`src/rtl/rsp_pkg.sv`:
```
package rsp_pkg;

    typedef enum logic [2:0] {
        ST_IDLE   = 3'd0,
        ST_SEARCH = 3'd1,
        ST_HDR    = 3'd2,
        ST_DATA   = 3'd3,
        ST_CRC    = 3'd4,
        ST_PRIME  = 3'd5,
        ST_DRAIN  = 3'd6,
        ST_POLL   = 3'd7
    } rx_state_e;

    typedef enum logic [2:0] {
        RS_OK         = 3'd0,
        RS_TIMEOUT    = 3'd1,
        RS_BUSY_STUCK = 3'd2,
        RS_ERR_GEN    = 3'd3,
        RS_ERR_CMD    = 3'd4,
        RS_CRC_BAD    = 3'd5
    } rx_status_e;

    // one step of the 4-bit reply checksum
    function automatic logic [3:0] crc4_next(input logic [3:0] c, input logic b);
        logic m;
        m = b ^ c[3];
        return {c[2:0], 1'b0} ^ {1'b0, m, m, m};
    endfunction

endpackage

```
`src/rtl/rsp_crc4.sv`:
```
module rsp_crc4 (
    input  logic [3:0] crc_i,
    input  logic       bit_i,
    output logic [3:0] crc_o
);
    always_comb crc_o = rsp_pkg::crc4_next(crc_i, bit_i);
endmodule

```
`src/rtl/rsp_term_sel.sv`:
```
module rsp_term_sel #(
    parameter int TMO_CLKS   = 1000,
    parameter int DRAIN_BITS = 20,
    parameter int PRIME_CLKS = 100,
    parameter int NB_W       = 3,
    parameter int CNT_W      = 10
) (
    input  rsp_pkg::rx_state_e state_i,
    input  logic [NB_W-1:0]    nbytes_i,
    output logic [CNT_W-1:0]   last_o
);
    logic [NB_W-1:0]  nb_eff;
    logic [CNT_W-1:0] data_bits;

    always_comb begin
        nb_eff    = (nbytes_i == '0) ? NB_W'(1) : nbytes_i;
        data_bits = CNT_W'({nb_eff, 3'b000});
        case (state_i)
            rsp_pkg::ST_SEARCH: last_o = CNT_W'(TMO_CLKS - 1);
            rsp_pkg::ST_HDR:    last_o = CNT_W'(3);
            rsp_pkg::ST_DATA:   last_o = data_bits - CNT_W'(1);
            rsp_pkg::ST_CRC:    last_o = CNT_W'(3);
            rsp_pkg::ST_PRIME:  last_o = CNT_W'(PRIME_CLKS - 1);
            rsp_pkg::ST_DRAIN:  last_o = CNT_W'(DRAIN_BITS - 1);
            default:            last_o = '0;
        endcase
    end
endmodule

```
`src/rtl/link_resp_rx.sv`:
```
module link_resp_rx #(
    parameter int TMO_CLKS   = 1000,
    parameter int MAX_BUSY   = 100,
    parameter int DRAIN_BITS = 20,
    parameter int PRIME_CLKS = 100,
    parameter int MAX_BYTES  = 4
) (
    input  logic                   clk,
    input  logic                   rst_n,
    input  logic                   start_i,
    input  logic                   is_read_i,
    input  logic [2:0]             nbytes_i,
    input  logic                   line_in_i,
    input  logic                   poll_done_i,
    output logic                   line_clk_o,
    output logic                   line_oe_o,
    output logic                   poll_req_o,
    output logic                   done_o,
    output logic [2:0]             status_o,
    output logic [8*MAX_BYTES-1:0] rd_data_o
);
    import rsp_pkg::*;

    localparam int DATA_W  = 8 * MAX_BYTES;
    localparam int NB_W    = 3;
    localparam int M1      = (TMO_CLKS > PRIME_CLKS) ? TMO_CLKS : PRIME_CLKS;
    localparam int M2      = (DRAIN_BITS > DATA_W) ? DRAIN_BITS : DATA_W;
    localparam int CNT_MAX = (M1 > M2) ? M1 : M2;
    localparam int CNT_W   = $clog2(CNT_MAX + 1);
    localparam int BUSY_W  = $clog2(MAX_BUSY + 1);

    typedef struct packed {
        rx_state_e         state;
        logic [CNT_W-1:0]  cnt;
        logic [BUSY_W-1:0] busy;
        logic [3:0]        crc;
        logic [2:0]        hdr;
        logic [DATA_W-1:0] shreg;
        logic [DATA_W-1:0] rd_data;
        logic              is_rd;
        logic [NB_W-1:0]   nbytes;
        rx_status_e        code;
        rx_status_e        status;
        logic              done;
    } rx_regs_t;

    rx_regs_t q, d;

    logic             rx_bit;
    logic [3:0]       crc_in, crc_nx;
    logic [CNT_W-1:0] term;
    logic             at_term;

    assign rx_bit  = ~line_in_i;
    assign crc_in  = (q.state == ST_SEARCH) ? 4'd0 : q.crc;
    assign at_term = (q.cnt == term);

    rsp_crc4 u_crc (.crc_i(crc_in), .bit_i(rx_bit), .crc_o(crc_nx));

    rsp_term_sel #(
        .TMO_CLKS(TMO_CLKS), .DRAIN_BITS(DRAIN_BITS), .PRIME_CLKS(PRIME_CLKS),
        .NB_W(NB_W), .CNT_W(CNT_W)
    ) u_term (.state_i(q.state), .nbytes_i(q.nbytes), .last_o(term));

    always_comb begin
        d      = q;
        d.done = 1'b0;
        case (q.state)
            ST_IDLE: begin
                if (start_i) begin
                    d.state  = ST_SEARCH;
                    d.cnt    = '0;
                    d.busy   = '0;
                    d.is_rd  = is_read_i;
                    d.nbytes = nbytes_i;
                    d.shreg  = '0;
                end
            end
            ST_SEARCH: begin
                if (rx_bit) begin
                    d.state = ST_HDR;
                    d.cnt   = '0;
                    d.crc   = crc_nx;
                end else if (at_term) begin
                    d.state = ST_DRAIN;
                    d.cnt   = '0;
                    d.code  = RS_TIMEOUT;
                end else begin
                    d.cnt = q.cnt + 1'b1;
                end
            end
            ST_HDR: begin
                d.hdr = {q.hdr[1:0], rx_bit};
                d.crc = crc_nx;
                d.cnt = q.cnt + 1'b1;
                if (at_term) begin
                    d.cnt = '0;
                    case ({q.hdr[0], rx_bit})
                        2'd0: d.state = q.is_rd ? ST_DATA : ST_CRC;
                        2'd1: begin
                            if (q.busy == BUSY_W'(MAX_BUSY)) begin
                                d.state  = ST_IDLE;
                                d.done   = 1'b1;
                                d.status = RS_BUSY_STUCK;
                            end else begin
                                d.busy  = q.busy + 1'b1;
                                d.state = ST_POLL;
                            end
                        end
                        2'd2: begin
                            d.state = ST_DRAIN;
                            d.code  = RS_ERR_GEN;
                        end
                        default: begin
                            d.state = ST_DRAIN;
                            d.code  = RS_ERR_CMD;
                        end
                    endcase
                end
            end
            ST_DATA: begin
                d.shreg = {q.shreg[DATA_W-2:0], rx_bit};
                d.crc   = crc_nx;
                d.cnt   = q.cnt + 1'b1;
                if (at_term) begin
                    d.state = ST_CRC;
                    d.cnt   = '0;
                end
            end
            ST_CRC: begin
                d.hdr = {q.hdr[1:0], rx_bit};
                d.cnt = q.cnt + 1'b1;
                if (at_term) begin
                    d.state = ST_PRIME;
                    d.cnt   = '0;
                    d.code  = ({q.hdr, rx_bit} == q.crc) ? RS_OK : RS_CRC_BAD;
                    if (q.is_rd) d.rd_data = q.shreg;
                end
            end
            ST_PRIME, ST_DRAIN: begin
                d.cnt = q.cnt + 1'b1;
                if (at_term) begin
                    d.state  = ST_IDLE;
                    d.done   = 1'b1;
                    d.status = q.code;
                end
            end
            ST_POLL: begin
                if (poll_done_i) begin
                    d.state = ST_SEARCH;
                    d.cnt   = '0;
                end
            end
            default: d.state = ST_IDLE;
        endcase
    end

    always_ff @(posedge clk or negedge rst_n) begin
        if (!rst_n) q <= '0;
        else        q <= d;
    end

    assign line_clk_o = (q.state != ST_IDLE) && (q.state != ST_POLL);
    assign line_oe_o  = (q.state == ST_IDLE) || (q.state == ST_POLL);
    assign poll_req_o = (q.state == ST_POLL);
    assign done_o     = q.done;
    assign status_o   = q.status;
    assign rd_data_o  = q.rd_data;

endmodule

```
`config.mk`:
```
export PLATFORM = sky130hd
export DESIGN_NAME = link_resp_rx
export DESIGN_NICKNAME = d
export VERILOG_FILES = /design/src/rtl/rsp_pkg.sv /design/src/rtl/rsp_crc4.sv /design/src/rtl/rsp_term_sel.sv /design/src/rtl/link_resp_rx.sv
export SDC_FILE = /design/constraint.sdc
export NUM_CORES = 1
export LEC_CHECK = 0
export BUFFER_PORTS_ARGS = -buffer_cell sky130_fd_sc_hd__buf_4
export CORE_MARGIN = 2
export CORE_UTILIZATION = 46
export DETAILED_ROUTE_END_ITERATION = 16
export PLACE_DENSITY = 0.67
export SKIP_LAST_GASP = 1
export SYNTH_ARGS = -nofsm -noshare
export SYNTH_HDL_FRONTEND = slang
export SYNTH_HIERARCHICAL = 1
export SYNTH_SLANG_ARGS = --single-unit
```
`constraint.sdc`:
```
create_clock -name clk -period 3.3 [get_ports clk]
set_clock_uncertainty 0.05 [all_clocks]
set_input_delay 0.165 -clock clk [delete_from_list [all_inputs] [get_ports clk]]
set_output_delay 0.165 -clock clk [all_outputs]
set_load 0.005 [all_outputs]
```
# [After elaboration in Yosys (flattened, before gate mapping)]
# Cells that the tools add are included.
[word_totals] regBits=102 in_bits=9 output_inout_bits=39 elab_cells=103
[classes] addsub=3 n_eq_ne=27 mux=34 bitwise=3 n_reduce_logical=24
[op_table] op="13-bit one-hot mux with 7 select lines" n=1
[op_table] op="32-bit one-hot mux with 2 select lines" n=1
[op_table] op="13-bit two-way mux" n=4
[op_table] op="10-bit one-hot mux with 5 select lines" n=1
[op_table] op="20-bit two-way mux" n=2
[op_table] op="32-bit two-way mux" n=1
[op_table] op="3-bit two-way mux" n=9
[op_table] op="2-bit inequality test (second input constant)" n=13
[op_table] op="7-bit two-way mux" n=3
[op_table] op="4-bit two-way mux" n=5
[op_table] op="4-bit one-hot mux with 2 select lines" n=2
[op_table] op="7-bit one-hot mux with 2 select lines" n=1
[op_table] op="3-bit == test (second input constant)" n=4
[op_table] op="3-bit one-hot mux with 2 select lines" n=2
[op_table] op="10-bit by 1-bit adder with 10-bit output (second input constant)" n=1
[op_table] op="10-bit == test" n=1
[op_table] op="10-bit two-way mux" n=1
[op_table] op="5-bit AND reduction" n=2
[op_table] op="3-bit one-hot mux with 3 select lines" n=1
[op_table] op="2-bit AND reduction" n=4
[op_table] op="2-bit nonzero test" n=4
[op_table] op="2-bit OR reduction" n=4
[op_table] op="7-bit by 1-bit adder with 7-bit output (second input constant)" n=1
[op_table] op="7-bit == test (second input constant)" n=1
[op_table] op="other kinds (18)" n=22

# [Longest topological paths before layout]
[logic_depth] word_depth=8 ltp_mapped=10 ltp_nobuf=9

# [By module]
# Netlist, hierarchy kept.
[modules_own_cells] mod="link_resp_rx" n_inst=1 cells_per_inst=493 area_per_inst_um2=5059.9 seq_area_each_um2=2552.4
[modules_own_cells] mod="rsp_term_sel" n_inst=1 cells_per_inst=18 area_per_inst_um2=137.6 seq_area_each_um2=0.0
[modules_own_cells] mod="rsp_crc4" n_inst=1 cells_per_inst=4 area_per_inst_um2=63.8 seq_area_each_um2=0.0

# [Worst setup path before layout]
# No wires, ideal clock.
[synth_path] path_type="register to register" start="register q[9] (netlist bit)" end="register q[85] (netlist bit)" setup_time_ps=126 arrival_ps=2435 required_ps=3124 path_slack_ps=689 path_stages_with_launch=11 n_path_buf=1 synth_period_minus_slack_ps=2611 cell_sequence="dfrtp_1 o21ba_1 ha_1 xor2_1 a21o_2 xnor2_2 nand4_4 or3_1 buf_6 o211a_1 a221o_1"
[synth_via] elab_chain_len=7
[synth_rtl] element="start, declared" line_no="link_resp_rx.sv:47" source="rx_regs_t q, d;"
[synth_rtl] element="start signal, assigned" line_no="link_resp_rx.sv:159" source="if (!rst_n) q <= '0;"
[synth_rtl] element="start signal, assigned" line_no="link_resp_rx.sv:160" source="else q <= d;"
[synth_rtl] element="3-bit zero test" line_no="rsp_term_sel.sv:16" source="nb_eff = (nbytes_i == '0) ? NB_W'(1) : nbytes_i;"
[synth_rtl] element="3-bit two-way mux *" line_no="rsp_term_sel.sv:16"
[synth_rtl] element="6-bit by 1-bit subtractor with 7-bit output *" line_no="rsp_term_sel.sv:21" source="rsp_pkg::ST_DATA: last_o = data_bits - CNT_W'(1);"
[synth_rtl] element="10-bit one-hot mux with 5 select lines *" line_no="rsp_term_sel.sv:18" source="case (state_i)"
[synth_rtl] element="via term[5]" line_no="link_resp_rx.sv:51" source="logic [CNT_W-1:0] term;"
[synth_rtl] element="10-bit == test *" line_no="link_resp_rx.sv:56" source="assign at_term = (q.cnt == term);"
[synth_rtl] element="2-bit inequality test (no source line) *"
[synth_rtl] element="5-bit AND reduction (no source line) *"
# The timed path passes the listed nets; every way through them passes the cells marked *.
# A chain may end at the register's enable or synchronous reset.

# [Final worst setup path]
[layout_path] start="register q[9] (netlist bit)" end="register q[90] (netlist bit)"
[layout_via] elab_chain_len=8 elab_cells_between_ends=11 classes_between="add/sub: 1; eq/ne: 1; mux: 8; reduce/logical: 1"
[layout_rtl] element="3-bit zero test *" line_no="rsp_term_sel.sv:16"
[layout_rtl] element="3-bit two-way mux *" line_no="rsp_term_sel.sv:16"
[layout_rtl] element="6-bit by 1-bit subtractor with 7-bit output *" line_no="rsp_term_sel.sv:21"
[layout_rtl] element="10-bit one-hot mux with 5 select lines *" line_no="rsp_term_sel.sv:18"
[layout_rtl] element="via term[4]" line_no="link_resp_rx.sv:51"
[layout_rtl] element="10-bit == test *" line_no="link_resp_rx.sv:56"
[layout_rtl] element="10-bit two-way mux" line_no="link_resp_rx.sv:84" source="end else if (at_term) begin"
[layout_rtl] element="13-bit two-way mux" line_no="link_resp_rx.sv:80" source="if (rx_bit) begin"
[layout_rtl] element="13-bit one-hot mux with 7 select lines *" line_no="link_resp_rx.sv:68" source="case (q.state)"
# The timed path passes the listed nets; every way through them passes the cells marked *. The select of a mux whose other input is x is not followed.

==> results.json <==
{
  "status": "finished, final reports clean",
  "fillers": 1020,
  "synth_edf_count": 0,
  "placedCellCount": 649,
  "ys_seq_area_frac": 0.485,
  "grt_overflow": 0,
  "synthTopCellsByArea": "dfrtp_1 49%, mux2_2 8.6%, nand2_1 7.1%",
  "chipHeight_um": 111,
  "synth_cell_types": 61,
  "finalSetupViolations": 0,
  "die_w_um": 111,
  "start_kind": "flop",
  "via_per_inst": 5.33,
  "clk_path_buf_depth": 2,
  "critical_path_class": "flop to flop",
  "final_core_util": 0.514,
  "h-tree-depth": 3,
  "cts-root-buf": "clkbuf_16",
  "maxCapViolCount": 0,
  "finalPower_mw": 4.14,
  "first_iter_violations": 271,
  "grt_max_degree": 54,
  "core_area_um2": 11300,
  "antenna_found_initial": 0,
  "worst_ep_arrival_time_ps": 2940,
  "ios": 48,
  "synth-main-ff-cell": "dfrtp_1",
  "final.setup.tns_ps": 0,
  "setup_slack_ps": 515,
  "num_vias": 3568,
  "ys_ff_latch": 102,
  "netlist_top_cells_count": "102 x dfrtp_1, 99 x nand2_1, 40 x mux2_2, 39 x buf_4, 37 x nand3_1",
  "grt_setup_unrepaired": "false",
  "synth_top_area_frac": 0.485,
  "worst_pin_slew_ps": 667,
  "hold_path.class": "input pin to flop",
  "synthArstFlopShare": 1.00,
  "ant_nets": 0,
  "drive_gt1_frac": 0.239,
  "post_cts_resized": 0,
  "nets": 535,
  "endpoint_kind": "flop",
  "die-area_um2": 12300,
  "grtUsageTotal": 0.168,
  "yosys_warnings": 6,
  "timing.hold.ws_ps": 25.3,
  "slew_violations": 0,
  "peakVddDrop_mv": 0.449,
  "gp_congestion": 0.843,
  "num_antenna_cells": 0,
  "worst-endpoint-required_ps": 3460,
  "final_hold_viol_count": 0,
  "synth_area_um2": 5260,
  "finalCriticalPeriod_ps": 2790,
  "synth_cells": 515,
  "syn_area_per_cell_um2": 10.2,
  "synth_nets": 528,
  "final_cells": 670,
  "cts_num_sinks": 102,
  "dr.pass1.iters": 4,
  "initial_core_util": 0.467,
  "wire_per_inst_um": 14.5,
  "grt_pass1_wl_um": 17000,
  "cp_max_fo": 10,
  "hpwl_um": 6610,
  "port_buffers": 47,
  "num_rows": 39,
  "fmax_mhz": 359,
  "drc": 0,
  "cts_tree": "built",
  "cts_buffers": 9,
  "synth_top_cell_by_area": "dfrtp_1",
  "synth.most_common_cell": "dfrtp_1",
  "clk_pin_slew_ps": 70,
  "first_global_vias": 3525,
  "dp_slack_ps": 512,
  "routed_wl_um": 9740,
  "clk_latency_ps": 340,
  "final_area_um2": 5790,
  "fin_crit_sh": 0.844,
  "placed_area_um2": 5450,
  "leakagePower_nw": 2.90,
  "slew_headroom": 0.555,
  "area_growth_pct": 10.1,
  "power.density_nw_per_um2": 714
}
[flip-flops by register name, summed over array words and instances, names as in the netlist]
signal,cells
q,66
rd_data_o,32
status_o,3
done_o,1
[path summary, 6_finish.rpt]
kind	endpoint	startpoint	slack (ps)	cells after the start
min in group asynchronous	rd_data_o[18]	rst_n	340	2
worst min-delay path	q[75]	line_in_i	30	2
worst max register to register	q[90]	q[9]	510	9
worst min register to register	q[47]	q[46]	440	2
worst max-delay path	q[90]	q[9]	510	9
max in group asynchronous	rd_data_o[3]	rst_n	2050	3
[kinds of logic (layout without fill, tap and decap cells)]
kind of cell    after synthesis  after routing  synth area share
simple gates                209            209             0.198
flops                       102            102             0.485
buf+inv                      78             90            0.0889
compound gates               55             55            0.0740
mux                          42             42            0.0894
xor+xnor                     25             25            0.0552
fa+ha+maj                     4              4           0.00951
[layout by cell type (no fill, tap or decap), types with 3 or more instances in the layout]
cell type,instances
inv_1,12
and4_1,4
xnor2_1,13
and2_1,7
a21oi_1,12
nor4_1,5
nor3_1,10
nand2_1,99
o21a_1,3
dfrtp_1,102
nand4_1,6
and3_1,4
xnor2_2,3
buf_4,57
nor2_1,13
dlygate4sd3_1,5
o211ai_1,3
mux2_2,40
o21ai_0,10
clkbuf_16,9
xor2_1,6
or3_1,3
ha_1,4
nor2b_1,3
a21o_1,3
nand3_1,37
[per-layer routing]
metal / GRT usage / up-vias / share of wire
met5: 0 / - / 0
met4: 0.0558 / 0 / 0.0076
met3: 0.0317 / 7 / 0.036
met2: 0.279 / 62 / 0.50
met1: 0.222 / 1750 / 0.46
li1: - / 1749 / -
[critical path, cell delays in order (launching register included)]
cell     delay [ps]
dfrtp_1         400
o21ba_1         210
ha_1            280
nor3b_1         190
o21a_1          160
xnor2_1         130
nand4_2         230
o41ai_1         480
or3_1           370
o21ai_0         150
[final cells by class]
| class | instances | area, um2 | share of cell area |
|---|---|---|---|
| clock inverter | 5 | 66.3 | 0.0114 |
| sequential | 102 | 2550 | 0.441 |
| multi-input combinational | 335 | 2240 | 0.387 |
| inverter | 12 | 45.0 | 0.00777 |
| clock buffer | 11 | 233 | 0.0402 |
| tap | 143 | 179 | 0.0309 |
| timing repair buffer | 62 | 478 | 0.0825 |
[power breakdown]
group	internal, mW	leakage, nW	total, mW	switching [mW]
Clock	0.598	0.142	1.07	0.472
Combinational	0.654	1.37	1.48	0.827
Sequential	1.41	1.39	1.58	0.178
[timing repair]
item                                   4_1_cts  5_1_grt
buffers inserted                             0        0
endpoints found under the hold margin       55        0
hold buffers                                 5        0
(Power assumes the default switching activity.)
